## config.mk

```make
export PLATFORM = sky130hd
export DESIGN_NAME = rsu_fallback_seq
export DESIGN_NICKNAME = d
export VERILOG_FILES = /design/src/rtl/rsu_fb_pkg.sv /design/src/rtl/rsu_fb_datapath.sv /design/src/rtl/rsu_fb_control.sv /design/src/rtl/rsu_fallback_seq.sv
export SDC_FILE = /design/constraint.sdc
export NUM_CORES = 1
export LEC_CHECK = 0
export BUFFER_PORTS_ARGS = -buffer_cell sky130_fd_sc_hd__buf_2
export CAP_MARGIN = 40
export CELL_PAD_IN_SITES_DETAIL_PLACEMENT = 1
export CELL_PAD_IN_SITES_GLOBAL_PLACEMENT = 2
export CORE_MARGIN = 1.5
export CORE_UTILIZATION = 27
export CTS_CLUSTER_DIAMETER = 120
export DETAILED_ROUTE_END_ITERATION = 16
export PLACE_DENSITY_LB_ADDON = 0.1
export RECOVER_POWER = 25
export SLEW_MARGIN = 10
export SYNTH_ARGS = -nofsm -noshare
export SYNTH_HDL_FRONTEND = slang
export SYNTH_SLANG_ARGS = --single-unit
```

## constraint.sdc

```tcl
create_clock -name clk -period 2.33 [get_ports clk]
set_clock_uncertainty 0.15 [all_clocks]
set_input_delay 0.466 -clock clk [delete_from_list [all_inputs] [get_ports clk]]
set_output_delay 0.466 -clock clk [all_outputs]
set_load 0.01 [all_outputs]
```

## src/rtl/rsu_fb_pkg.sv

```systemverilog
package rsu_fb_pkg;

  typedef enum logic [1:0] {
    OP_READ  = 2'd0,
    OP_WRITE = 2'd1,
    OP_ERASE = 2'd2
  } flOp_e;

  typedef enum logic [2:0] {
    STAT_IDLE     = 3'd0,
    STAT_READING  = 3'd1,
    STAT_UPDATING = 3'd2,
    STAT_RECONFIG = 3'd3,
    STAT_STOPPED  = 3'd4,
    STAT_ERROR    = 3'd5
  } seqStat_e;

  typedef enum logic [1:0] {
    SEL_RD_PAGE  = 2'd0,
    SEL_RD_RETRY = 2'd1,
    SEL_ERASE    = 2'd2,
    SEL_WR_RETRY = 2'd3
  } cmdSel_e;

  typedef struct packed {
    logic    latchCause;
    logic    latchPage;
    logic    latchRetry;
    logic    timerClr;
    logic    timerInc;
    logic    issue;
    cmdSel_e cmdSel;
    logic    loadTarget;
  } ctrlStrobe_t;

endpackage

```

## src/rtl/rsu_fb_datapath.sv

```systemverilog
module rsu_fb_datapath
  import rsu_fb_pkg::*;
#(
  parameter int          ADDR_W         = 24,
  parameter int          DATA_W         = 8,
  parameter int          TIMEOUT_CYCLES = 4096,
  parameter logic [23:0] PAGE_ADDR      = 24'h780000,
  parameter logic [23:0] RETRY_ADDR     = 24'h7C0000,
  parameter logic [23:0] IMG1_BASE      = 24'h280000,
  parameter logic [23:0] IMG2_BASE      = 24'h500000
) (
  input  logic              clk,
  input  logic              rstN,
  input  ctrlStrobe_t       strb,
  input  logic [1:0]        loadCause,
  input  logic [DATA_W-1:0] flRdData,
  output logic              causeFail,
  output logic              pageBit,
  output logic              retryBit,
  output logic              timerExpired,
  output logic [1:0]        flCmdOp,
  output logic [ADDR_W-1:0] flAddr,
  output logic [DATA_W-1:0] flWrData,
  output logic [ADDR_W-1:0] rcfgAddr
);

  localparam int TMR_W = $clog2(TIMEOUT_CYCLES + 1);
  localparam logic [TMR_W-1:0] TMR_LAST = TMR_W'(TIMEOUT_CYCLES - 1);
  localparam logic [DATA_W-1:0] BYTE_SET   = {DATA_W{1'b1}};
  localparam logic [DATA_W-1:0] BYTE_CLEAR = {{(DATA_W-1){1'b1}}, 1'b0};

  logic [1:0]       causeQ;
  logic [TMR_W-1:0] waitTimer;

  always_ff @(posedge clk) begin
    if (!rstN) begin
      causeQ   <= 2'd0;
      pageBit  <= 1'b0;
      retryBit <= 1'b0;
      rcfgAddr <= '0;
    end else begin
      if (strb.latchCause) causeQ   <= loadCause;
      if (strb.latchPage)  pageBit  <= flRdData[0];
      if (strb.latchRetry) retryBit <= flRdData[0];
      if (strb.loadTarget) begin
        // a failure boots the other image, a clean start the selected one
        if (pageBit ^ causeFail) rcfgAddr <= ADDR_W'(IMG2_BASE);
        else                     rcfgAddr <= ADDR_W'(IMG1_BASE);
      end
    end
  end

  always_ff @(posedge clk) begin
    if (!rstN)              waitTimer <= '0;
    else if (strb.timerClr) waitTimer <= '0;
    else if (strb.timerInc) waitTimer <= waitTimer + 1'b1;
  end

  assign causeFail    = causeQ[1];
  assign timerExpired = (waitTimer == TMR_LAST);

  always_comb begin
    flWrData = '0;
    unique case (strb.cmdSel)
      SEL_RD_PAGE: begin
        flCmdOp = OP_READ;
        flAddr  = ADDR_W'(PAGE_ADDR);
      end
      SEL_RD_RETRY: begin
        flCmdOp = OP_READ;
        flAddr  = ADDR_W'(RETRY_ADDR);
      end
      SEL_ERASE: begin
        flCmdOp = OP_ERASE;
        flAddr  = ADDR_W'(RETRY_ADDR);
      end
      default: begin
        flCmdOp  = OP_WRITE;
        flAddr   = ADDR_W'(RETRY_ADDR);
        flWrData = causeFail ? BYTE_SET : BYTE_CLEAR;
      end
    endcase
  end

  // the wait counter never runs past its limit
  assert_timer_bound_R8: assert property (@(posedge clk) disable iff (!rstN)
    waitTimer <= TMR_LAST);

  // a new boot address is only loaded on the strobe
  assert_addr_hold_R6: assert property (@(posedge clk) disable iff (!rstN)
    !$past(strb.loadTarget) |-> $stable(rcfgAddr));

endmodule

```

## src/rtl/rsu_fb_control.sv

```systemverilog
module rsu_fb_control
  import rsu_fb_pkg::*;
(
  input  logic        clk,
  input  logic        rstN,
  input  logic        start,
  input  logic        flDone,
  input  logic        flBusy,
  input  logic        causeFail,
  input  logic        retryBit,
  input  logic        timerExpired,
  output ctrlStrobe_t strb,
  output logic        rcfgTrigger,
  output logic [2:0]  seqStatus
);

  typedef enum logic [3:0] {
    S_IDLE, S_RDP_ISSUE, S_RDP_WAIT, S_RDR_ISSUE, S_RDR_WAIT, S_DECIDE,
    S_ER_ISSUE, S_ER_WAIT, S_ER_BUSY, S_WR_ISSUE, S_WR_WAIT,
    S_RC_SETUP, S_RC_FIRE, S_RC_HOLD, S_STOP, S_ERR
  } state_e;

  state_e state, stateNxt;

  always_ff @(posedge clk) begin
    if (!rstN) state <= S_IDLE;
    else       state <= stateNxt;
  end

  always_comb begin
    stateNxt = state;
    strb     = '0;
    unique case (state)
      S_IDLE: if (start) begin
        strb.latchCause = 1'b1;
        stateNxt        = S_RDP_ISSUE;
      end
      S_RDP_ISSUE: begin
        strb.issue    = 1'b1;
        strb.cmdSel   = SEL_RD_PAGE;
        strb.timerClr = 1'b1;
        stateNxt      = S_RDP_WAIT;
      end
      S_RDP_WAIT: begin
        if (flDone) begin
          strb.latchPage = 1'b1;
          stateNxt       = S_RDR_ISSUE;
        end else if (timerExpired) stateNxt = S_ERR;
        else strb.timerInc = 1'b1;
      end
      S_RDR_ISSUE: begin
        strb.issue    = 1'b1;
        strb.cmdSel   = SEL_RD_RETRY;
        strb.timerClr = 1'b1;
        stateNxt      = S_RDR_WAIT;
      end
      S_RDR_WAIT: begin
        if (flDone) begin
          strb.latchRetry = 1'b1;
          stateNxt        = S_DECIDE;
        end else if (timerExpired) stateNxt = S_ERR;
        else strb.timerInc = 1'b1;
      end
      S_DECIDE: begin
        if (!causeFail)    stateNxt = S_WR_ISSUE;
        else if (retryBit) stateNxt = S_STOP;
        else               stateNxt = S_ER_ISSUE;
      end
      S_ER_ISSUE: begin
        strb.issue    = 1'b1;
        strb.cmdSel   = SEL_ERASE;
        strb.timerClr = 1'b1;
        stateNxt      = S_ER_WAIT;
      end
      S_ER_WAIT: begin
        strb.cmdSel = SEL_ERASE;
        if (flDone) begin
          strb.timerClr = 1'b1;
          stateNxt      = S_ER_BUSY;
        end else if (timerExpired) stateNxt = S_ERR;
        else strb.timerInc = 1'b1;
      end
      S_ER_BUSY: begin
        strb.cmdSel = SEL_ERASE;
        if (!flBusy)            stateNxt = S_WR_ISSUE;
        else if (timerExpired)  stateNxt = S_ERR;
        else strb.timerInc = 1'b1;
      end
      S_WR_ISSUE: begin
        strb.issue    = 1'b1;
        strb.cmdSel   = SEL_WR_RETRY;
        strb.timerClr = 1'b1;
        stateNxt      = S_WR_WAIT;
      end
      S_WR_WAIT: begin
        strb.cmdSel = SEL_WR_RETRY;
        if (flDone) begin
          strb.loadTarget = 1'b1;
          stateNxt        = S_RC_SETUP;
        end else if (timerExpired) stateNxt = S_ERR;
        else strb.timerInc = 1'b1;
      end
      S_RC_SETUP: stateNxt = S_RC_FIRE;
      S_RC_FIRE:  stateNxt = S_RC_HOLD;
      default: ;
    endcase
  end

  assign rcfgTrigger = (state == S_RC_FIRE);

  always_comb begin
    unique case (state)
      S_IDLE:                                      seqStatus = STAT_IDLE;
      S_RDP_ISSUE, S_RDP_WAIT, S_RDR_ISSUE,
      S_RDR_WAIT, S_DECIDE:                        seqStatus = STAT_READING;
      S_ER_ISSUE, S_ER_WAIT, S_ER_BUSY,
      S_WR_ISSUE, S_WR_WAIT:                       seqStatus = STAT_UPDATING;
      S_RC_SETUP, S_RC_FIRE, S_RC_HOLD:            seqStatus = STAT_RECONFIG;
      S_STOP:                                      seqStatus = STAT_STOPPED;
      default:                                     seqStatus = STAT_ERROR;
    endcase
  end

  // a command strobe lasts one cycle and is followed by a wait
  assert_cmd_pulse_R7: assert property (@(posedge clk) disable iff (!rstN)
    strb.issue |=> !strb.issue);

  // trigger is a single-cycle pulse
  assert_trig_pulse_R6: assert property (@(posedge clk) disable iff (!rstN)
    rcfgTrigger |=> !rcfgTrigger);

  // stopped state is silent and sticky
  assert_stop_quiet_R5: assert property (@(posedge clk) disable iff (!rstN)
    (state == S_STOP) |=> (state == S_STOP) && !strb.issue && !rcfgTrigger);

  // error state is silent and sticky
  assert_err_quiet_R8: assert property (@(posedge clk) disable iff (!rstN)
    (state == S_ERR) |=> (state == S_ERR) && !strb.issue && !rcfgTrigger);

  // the write after an erase only follows busy going low
  assert_busy_gate_R4: assert property (@(posedge clk) disable iff (!rstN)
    (state == S_ER_BUSY && flBusy) |=> (state != S_WR_ISSUE));

endmodule

```

## src/rtl/rsu_fallback_seq.sv

```systemverilog
module rsu_fallback_seq
  import rsu_fb_pkg::*;
#(
  parameter int          ADDR_W         = 24,
  parameter int          DATA_W         = 8,
  parameter int          TIMEOUT_CYCLES = 4096,
  parameter logic [23:0] PAGE_ADDR      = 24'h780000,
  parameter logic [23:0] RETRY_ADDR     = 24'h7C0000,
  parameter logic [23:0] IMG1_BASE      = 24'h280000,
  parameter logic [23:0] IMG2_BASE      = 24'h500000
) (
  input  logic              clk,
  input  logic              rstN,
  input  logic              start,
  input  logic [1:0]        loadCause,
  output logic              flCmdValid,
  output logic [1:0]        flCmdOp,
  output logic [ADDR_W-1:0] flAddr,
  output logic [DATA_W-1:0] flWrData,
  input  logic              flBusy,
  input  logic              flDone,
  input  logic [DATA_W-1:0] flRdData,
  output logic [ADDR_W-1:0] rcfgAddr,
  output logic              rcfgTrigger,
  output logic [2:0]        seqStatus
);

  ctrlStrobe_t strb;
  logic causeFail, pageBit, retryBit, timerExpired;

  rsu_fb_control u_ctrl (
    .clk          (clk),
    .rstN         (rstN),
    .start        (start),
    .flDone       (flDone),
    .flBusy       (flBusy),
    .causeFail    (causeFail),
    .retryBit     (retryBit),
    .timerExpired (timerExpired),
    .strb         (strb),
    .rcfgTrigger  (rcfgTrigger),
    .seqStatus    (seqStatus)
  );

  rsu_fb_datapath #(
    .ADDR_W         (ADDR_W),
    .DATA_W         (DATA_W),
    .TIMEOUT_CYCLES (TIMEOUT_CYCLES),
    .PAGE_ADDR      (PAGE_ADDR),
    .RETRY_ADDR     (RETRY_ADDR),
    .IMG1_BASE      (IMG1_BASE),
    .IMG2_BASE      (IMG2_BASE)
  ) u_dp (
    .clk          (clk),
    .rstN         (rstN),
    .strb         (strb),
    .loadCause    (loadCause),
    .flRdData     (flRdData),
    .causeFail    (causeFail),
    .pageBit      (pageBit),
    .retryBit     (retryBit),
    .timerExpired (timerExpired),
    .flCmdOp      (flCmdOp),
    .flAddr       (flAddr),
    .flWrData     (flWrData),
    .rcfgAddr     (rcfgAddr)
  );

  assign flCmdValid = strb.issue;

  // boot address steady on the trigger cycle, trigger only while reconfiguring
  assert_trig_addr_R6: assert property (@(posedge clk) disable iff (!rstN)
    rcfgTrigger |-> $stable(rcfgAddr) && (seqStatus == 3'd3));

  // every command targets one of the two flag bytes
  assert_cmd_target_R2: assert property (@(posedge clk) disable iff (!rstN)
    flCmdValid |-> (flAddr == ADDR_W'(PAGE_ADDR)) || (flAddr == ADDR_W'(RETRY_ADDR)));

endmodule

```

* Yosys cells after proc, flatten, opt, wreduce, memory -nomap -nowiden
Memory sizes are Yosys's and may differ from the RTL's. A register that Yosys moved wholly into a read port is not among the register bits.
Cells that the tools add are included.
** Cells by class
- $add $sub $neg :: 1
- $mul :: 0
- Divide/modulo/power cells :: 0
- $lt $le $gt $ge :: 0
- Equal/unequal tests :: 16
- Shift operators :: 0
- Muxes and demuxes :: 30
- Bitwise gates (word level) :: 2
- Reductions and logical operators :: 11
** Operator list (count)
- one-hot mux 4 bit (13 select lines) :: 1
- two-way mux 4 bit :: 11
- two-way mux 23 bit :: 1
- == test 4 bit (second input constant) :: 5
- two-way mux 19 bit :: 1
- == test 4 x 3 -> 1 bit (second input constant) :: 4
- adder 13 x 1 -> 13 bit (second input constant) :: 1
- == test 13 x 12 -> 1 bit (second input constant) :: 1
- nonzero test 13 bit :: 1
- two-way mux 1 bit :: 11
- == test 4 x 2 -> 1 bit (second input constant) :: 2
- two-way mux 8 bit :: 1
- OR reduction 4 bit :: 2
- one-hot mux 2 bit (3 select lines) :: 1
- OR reduction 2 bit :: 3
- OR reduction 3 bit :: 2
- == test 4 x 1 -> 1 bit (second input constant) :: 1
- logical NOT 4 bit :: 1
- one-hot mux 1 bit (2 select lines) :: 2
- one-hot mux 2 bit (2 select lines) :: 1
- == test 2 x 1 -> 1 bit (second input constant) :: 1
- == test 2 bit (second input constant) :: 1
- logical NOT 2 bit :: 1
- != test 2 bit (second input constant) :: 1
- other kinds (3) :: 3
** Word-level totals
- Bits in registers :: 45
- Latch bits :: 0
- Bits in writable memories :: 0
- Bits in read-only memories :: 48
- Input bits :: 15
- Output and inout bits :: 63
- Logic and storage cells :: 67
- Memories kept :: 1
** Memories
- (no name shown) :: words 16, width 3, rd ports 1, clocked after memory_dff 1, wr ports 0, line rsu_fb_control.sv:112 : unique case (state)

* Depth between registers and ports, before layout
- Word-level depth :: 6
- Gate-level depth with buffers :: 8
- Mapped depth without buffers :: 6

* By module
From an unflattened synthesis, not the netlist that was laid out.
** Unflattened totals
- Cell total of the unflattened synthesis :: 243
- Area total of the unflattened synthesis :: 1879.3 um2
** By module, submodules not included
- rsu_fb_datapath :: instances 1, cells each 144, area an instance 1206.2 um2, sequential area each 360.3 um2
- rsu_fb_control :: instances 1, cells each 99, area an instance 673.1 um2, sequential area each 140.1 um2

* Least setup slack after synthesis
No wires, ideal clock.
- Path kind :: flip-flop to flip-flop
- From :: register u_dp.waitTimer[0]
- To :: register u_dp.waitTimer[11]
- Library setup time :: 0.072 ns
- Arrival time :: 1.713 ns
- Required time :: 2.108 ns
- Setup slack :: 0.396 ns
- Stages on the path, launching flop included :: 8
- Path buffers :: 2
- Clock period less this slack :: 1.934 ns
- Cell sequence :: dfxtp_1 -> ha_1 -> and3b_1 -> and4_1 -> buf_2 -> buf_2 -> nor4_1 -> mux2i_1
** On the way
- Longest elaborated chain between the ends :: 4
- Elaborated cells on any way between the ends :: 6
- Classes of those cells :: 1 x add/sub; 1 x eq/ne; 4 x mux
** Ends and longest elaborated chain
- start, declared :: line rsu_fb_datapath.sv:33 : logic [TMR_W-1:0] waitTimer;
- start signal, assigned :: line rsu_fb_datapath.sv:56 : else if (strb.timerInc) waitTimer <= waitTimer + 1'b1;
- == test 13 x 12 -> 1 bit :: line rsu_fb_datapath.sv:60 : assign timerExpired = (waitTimer == TMR_LAST);
- two-way mux 1 bit
- two-way mux 1 bit (on tied branches) :: line rsu_fb_control.sv:58, rsu_fb_control.sv:85
- one-hot mux 1 bit (2 select lines) :: line rsu_fb_control.sv:33 : unique case (state)
Parallel ways exist; a longest one is shown, timed or not.
A chain may end at the register's enable or synchronous reset.

* Worst setup path after layout
- From :: register u_ctrl.state[3]
- To :: output port flCmdOp[1]
** On the way
- Longest elaborated chain between the ends :: 6
- Elaborated cells on any way between the ends :: 14
- Classes of those cells :: 8 x eq/ne; 2 x mux; 4 x reduce/logical
** Ends and longest elaborated chain
- start, declared :: line rsu_fb_control.sv:23 : state_e state, stateNxt;
- start signal, assigned :: line rsu_fb_control.sv:27 : else state <= stateNxt;
- == test 4 x 3 -> 1 bit or == test 4 bit (tied branches) :: line rsu_fb_control.sv:33
- OR reduction 3 bit (no line) or OR reduction 2 bit (tied branches)
- one-hot mux 2 bit (3 select lines) * :: line rsu_fb_control.sv:33
- == test 2 x 1 -> 1 bit or logical NOT 2 bit (tied branches) :: line rsu_fb_datapath.sv:64 : unique case (strb.cmdSel)
- OR reduction 2 bit (no line)
- one-hot mux 2 bit (2 select lines) * :: line rsu_fb_datapath.sv:64
- end, declared :: line rsu_fallback_seq.sv:17 : output logic [1:0] flCmdOp,
Every way passes the cells marked *; elsewhere a longest branch is shown, timed or not.

==> impl_metrics.py <==
metrics = {
    "status": {
        "status": "complete, no violations",
    },
    "drt": {
        "route.final.wire_length_mm": 5.05,
        "routed-wl-met3_um": 176,
        "count_of_tritonroute_iterations_in_the_first_routing_pass": 4,
        "detail_route.wl_per_cell_um": 13.1,
        "maxUsedRoutingLayer": "met4",
        "m1WireLength_mm": 2.46,
        "met2_length_mm": 2.38,
        "initialDrtViolationCount": 44,
        "final_antenna_net_count": 0,
        "detail_route.drc_violations": 0,
        "detail_route.vias_per_cell": 4.47,
        "via_count": 1721,
    },
    "logic_synthesis": {
        "synth.top_cell.area_share_pct": 23.7,
        "post_synth_instance_area_um2": 2110,
        "post-synth-top-area-cell": "sky130_fd_sc_hd__dfxtp_1",
        "synth-edff-count": 0,
        "ys_types": 58,
        "synth_sequential_area_ratio_pct": 23.7,
        "ys_dominant_reg_cell": "sky130_fd_sc_hd__dfxtp_1",
        "postSynthAreaPerCell_um2": 8.08,
        "ys_ff_latch": 25,
        "syn_inst": 261,
        "synth_warnings": 0,
        "synth_area_leaders": "sky130_fd_sc_hd__dfxtp_1 24%, sky130_fd_sc_hd__buf_4 19%, sky130_fd_sc_hd__mux2i_1 5.2%, sky130_fd_sc_hd__nand2b_1 4.7%, sky130_fd_sc_hd__nand2_1 3.6%",
        "asyncSetResetFlopFracSynth_pct": 0,
    },
    "layout": {
        "insertedDiodeCount": 0,
        "share_of_post_route_cells_with_drive_strength_above_1_pct": 18.4,
        "syn2layout_area_growth_pct": 5.63,
        "design.final.nets": 300,
        "post-route-util_pct": 29.1,
    },
    "critical_path": {
        "critical_path.endpoint_type": "output pin",
        "critical_path_class": "reg2out",
        "data_required_time_at_the_worst_endpoint_ns": 1.71,
        "timing.critical_path.arrival_ns": 1.56,
        "critPathMaxFanout": 12,
        "cp-start-kind": "register",
    },
    "die": {
        "die_area_um2": 8350,
        "die-width_um": 91.4,
        "fp-row-count": 32,
        "top_level_ports": 78,
        "start_util_pct": 27.6,
        "area_of_the_core_um2": 7650,
        "fp.dieH_um": 91.4,
    },
    "grt": {
        "grt_max_degree": 18,
        "gr-total-overflow": 0,
        "antenna_violations_before_repair": 0,
        "first_pass_grt_wire_length_mm": 8.28,
        "first_global_vias": 1636,
        "grt_usage_pct": 12.3,
    },
    "power": {
        "leakage_nw": 0.922,
        "seq_power_share_pct": 44.4,
        "netSwitchingPower_uw": 349,
        "p_int_uw": 692,
        "vdd_ir_drop_max_v": 0.000182,
        "gate_power_share_pct": 30.4,
        "pwr-share-clk_pct": 25.2,
        "sw_frac_of_total_pct": 33.6,
        "p_total_mw": 1.04,
        "powerDensity_nw_per_um2": 467,
    },
    "clock_tree": {
        "insertion_delay_ns": 0.27,
        "post_cts_buffers": 0,
        "cts-buffers-inserted": 3,
        "cts_htree_levels": 1,
        "worst_setup_hold_path_clk_slew_ns": 0.09,
        "tritoncts_num_sinks": 25,
        "cts.root.buffer_cell": "sky130_fd_sc_hd__clkbuf_8",
        "cts.path.max_buffers": 2,
        "cts_tree": "done",
    },
    "place": {
        "place_hpwl_mm": 4.05,
        "numPortBuffers": 26,
        "globalplace.congestion": 0.727,
    },
    "sta": {
        "setup_total_negative_slack_ns": 0,
        "worst_hold_slack_ns": 0.285,
        "timing.final.crit_share_pct": 93.6,
        "final_period_minus_worst_setup_slack_ns": 2.18,
        "timing_max_transition_violations_final": 0,
        "report.final.hold_viol_count": 0,
        "grt_setup_unrepaired": "no",
        "finalSetupViolations": 0,
        "clock.fmax_ghz": 0.459,
    },
    "min_path": {
        "holdCritPathClass": "reg2reg",
    },
    "flow_run": {
        "max-cap-violations": 0,
    },
}
[power groups by stage]
stage	combinational, mW	sequential (mW)	clock, mW
final	0.317	0.462	0.262
after global routing	0.351	0.465	0.306
after CTS	0.323	0.462	0.278
after detailed placement	0.322	0.472	0
after global placement	0.323	0.472	0
after floorplan	0.294	0.460	0
[final cells by class]
class	instances	area (um2)
fill	956	5420
multi-input combinational	201	1250
sequential	25	502
timing repair buffer	45	273
tap	102	128
clock buffer	3	41.3
inverter	8	30.0
clock inverter	1	5.00
[worst max-delay path, cell delays in order (launching register included)]
cell	delay (ns)
sky130_fd_sc_hd__dfxtp_1	0.53
sky130_fd_sc_hd__buf_4	0.26
sky130_fd_sc_hd__nor2b_1	0.08
sky130_fd_sc_hd__buf_4	0.14
sky130_fd_sc_hd__a21o_1	0.17
sky130_fd_sc_hd__buf_2	0.13
[cell families after synthesis]
logic type / count (synthesis) / share of synthesized area [%]
and+or+nand+nor: 89 / 25.0
buffers and inverters: 76 / 24.3
AOI/OAI and AO/OA: 53 / 19.0
DFF: 25 / 23.7
muxes: 12 / 5.75
xor gates and xnor gates: 3 / 1.25
other: 2 / 0.356
adders and majority gates: 1 / 0.593
[placed cells by master (no fill, tap or decap), drive strengths merged, types with 4 or more instances in the layout]
| master | synthesis | layout |
|---|---|---|
| o211ai | 5 | 5 |
| o21ai | 10 | 10 |
| buf | 66 | 37 |
| nor4 | 7 | 7 |
| nand3 | 6 | 6 |
| nor3 | 4 | 4 |
| nor2 | 4 | 4 |
| nand2b | 16 | 16 |
| clkbuf | 2 | 11 |
| inv | 8 | 8 |
| nand2 | 20 | 20 |
| dfxtp | 25 | 25 |
| and2 | 4 | 4 |
| conb | 2 | 43 |
| nor2b | 5 | 5 |
| mux2i | 11 | 11 |
| a21oi | 8 | 8 |
[metal layers]
layer	vias to the layer above	GRT usage, %
li1	874	-
met1	806	16.5
met2	39	20.6
met3	2	1.76
met4	0	3.13
met5	-	0
[sequential cells by signal, indices dropped and copies added, names as in the netlist]
register	flops
u_dp.retryBit	1
u_ctrl.state	4
u_ctrl.seqStatus	3
u_dp.waitTimer	13
u_dp.rcfgAddr	2
u_dp.causeQ	1
u_dp.pageBit	1
[synth_stat cells (5+ instances only)]
| cell | instances |
|---|---|
| sky130_fd_sc_hd__nand2b_1 | 16 |
| sky130_fd_sc_hd__o211ai_1 | 5 |
| sky130_fd_sc_hd__nor2b_1 | 5 |
| sky130_fd_sc_hd__dfxtp_1 | 25 |
| sky130_fd_sc_hd__o21ai_0 | 9 |
| sky130_fd_sc_hd__mux2i_1 | 11 |
| sky130_fd_sc_hd__inv_1 | 8 |
| sky130_fd_sc_hd__nor4_1 | 6 |
| sky130_fd_sc_hd__a21oi_1 | 8 |
| sky130_fd_sc_hd__nand2_1 | 20 |
| sky130_fd_sc_hd__nand3_1 | 6 |
| sky130_fd_sc_hd__buf_2 | 11 |
| sky130_fd_sc_hd__buf_4 | 53 |
[per-stage QoR]
stage | instance area [um2] | cells | worst slack [ns]
floorplan | 2260 | 302 | 0.396
global placement | 2190 | 381 | 0.158
detailed placement | 2190 | 381 | 0.139
CTS | 2240 | 385 | 0.118
global route | 2230 | 385 | 0.0317
finish | 2230 | 385 | 0.149
[repair_timing]
item                                    CTS  global route
hold buffers                              0             0
endpoints found under the setup margin    0             7
resized for setup                         0             1
[path summary, 6_finish.rpt]
| path | startpoint | endpoint | slack (ns) | cells after the start |
|---|---|---|---|---|
| worst max-delay path | u_ctrl.state[3] | flCmdOp[1] | 0.15 | 5 |
| worst min-delay path | u_dp.waitTimer[12] | u_dp.waitTimer[12] | 0.29 | 2 |
| worst max register to register | u_ctrl.state[1] | u_ctrl.seqStatus[0] | 0.18 | 6 |
| worst min register to register | u_dp.waitTimer[12] | u_dp.waitTimer[12] | 0.29 | 2 |
Note: power is estimated with default switching activity, not from simulation.
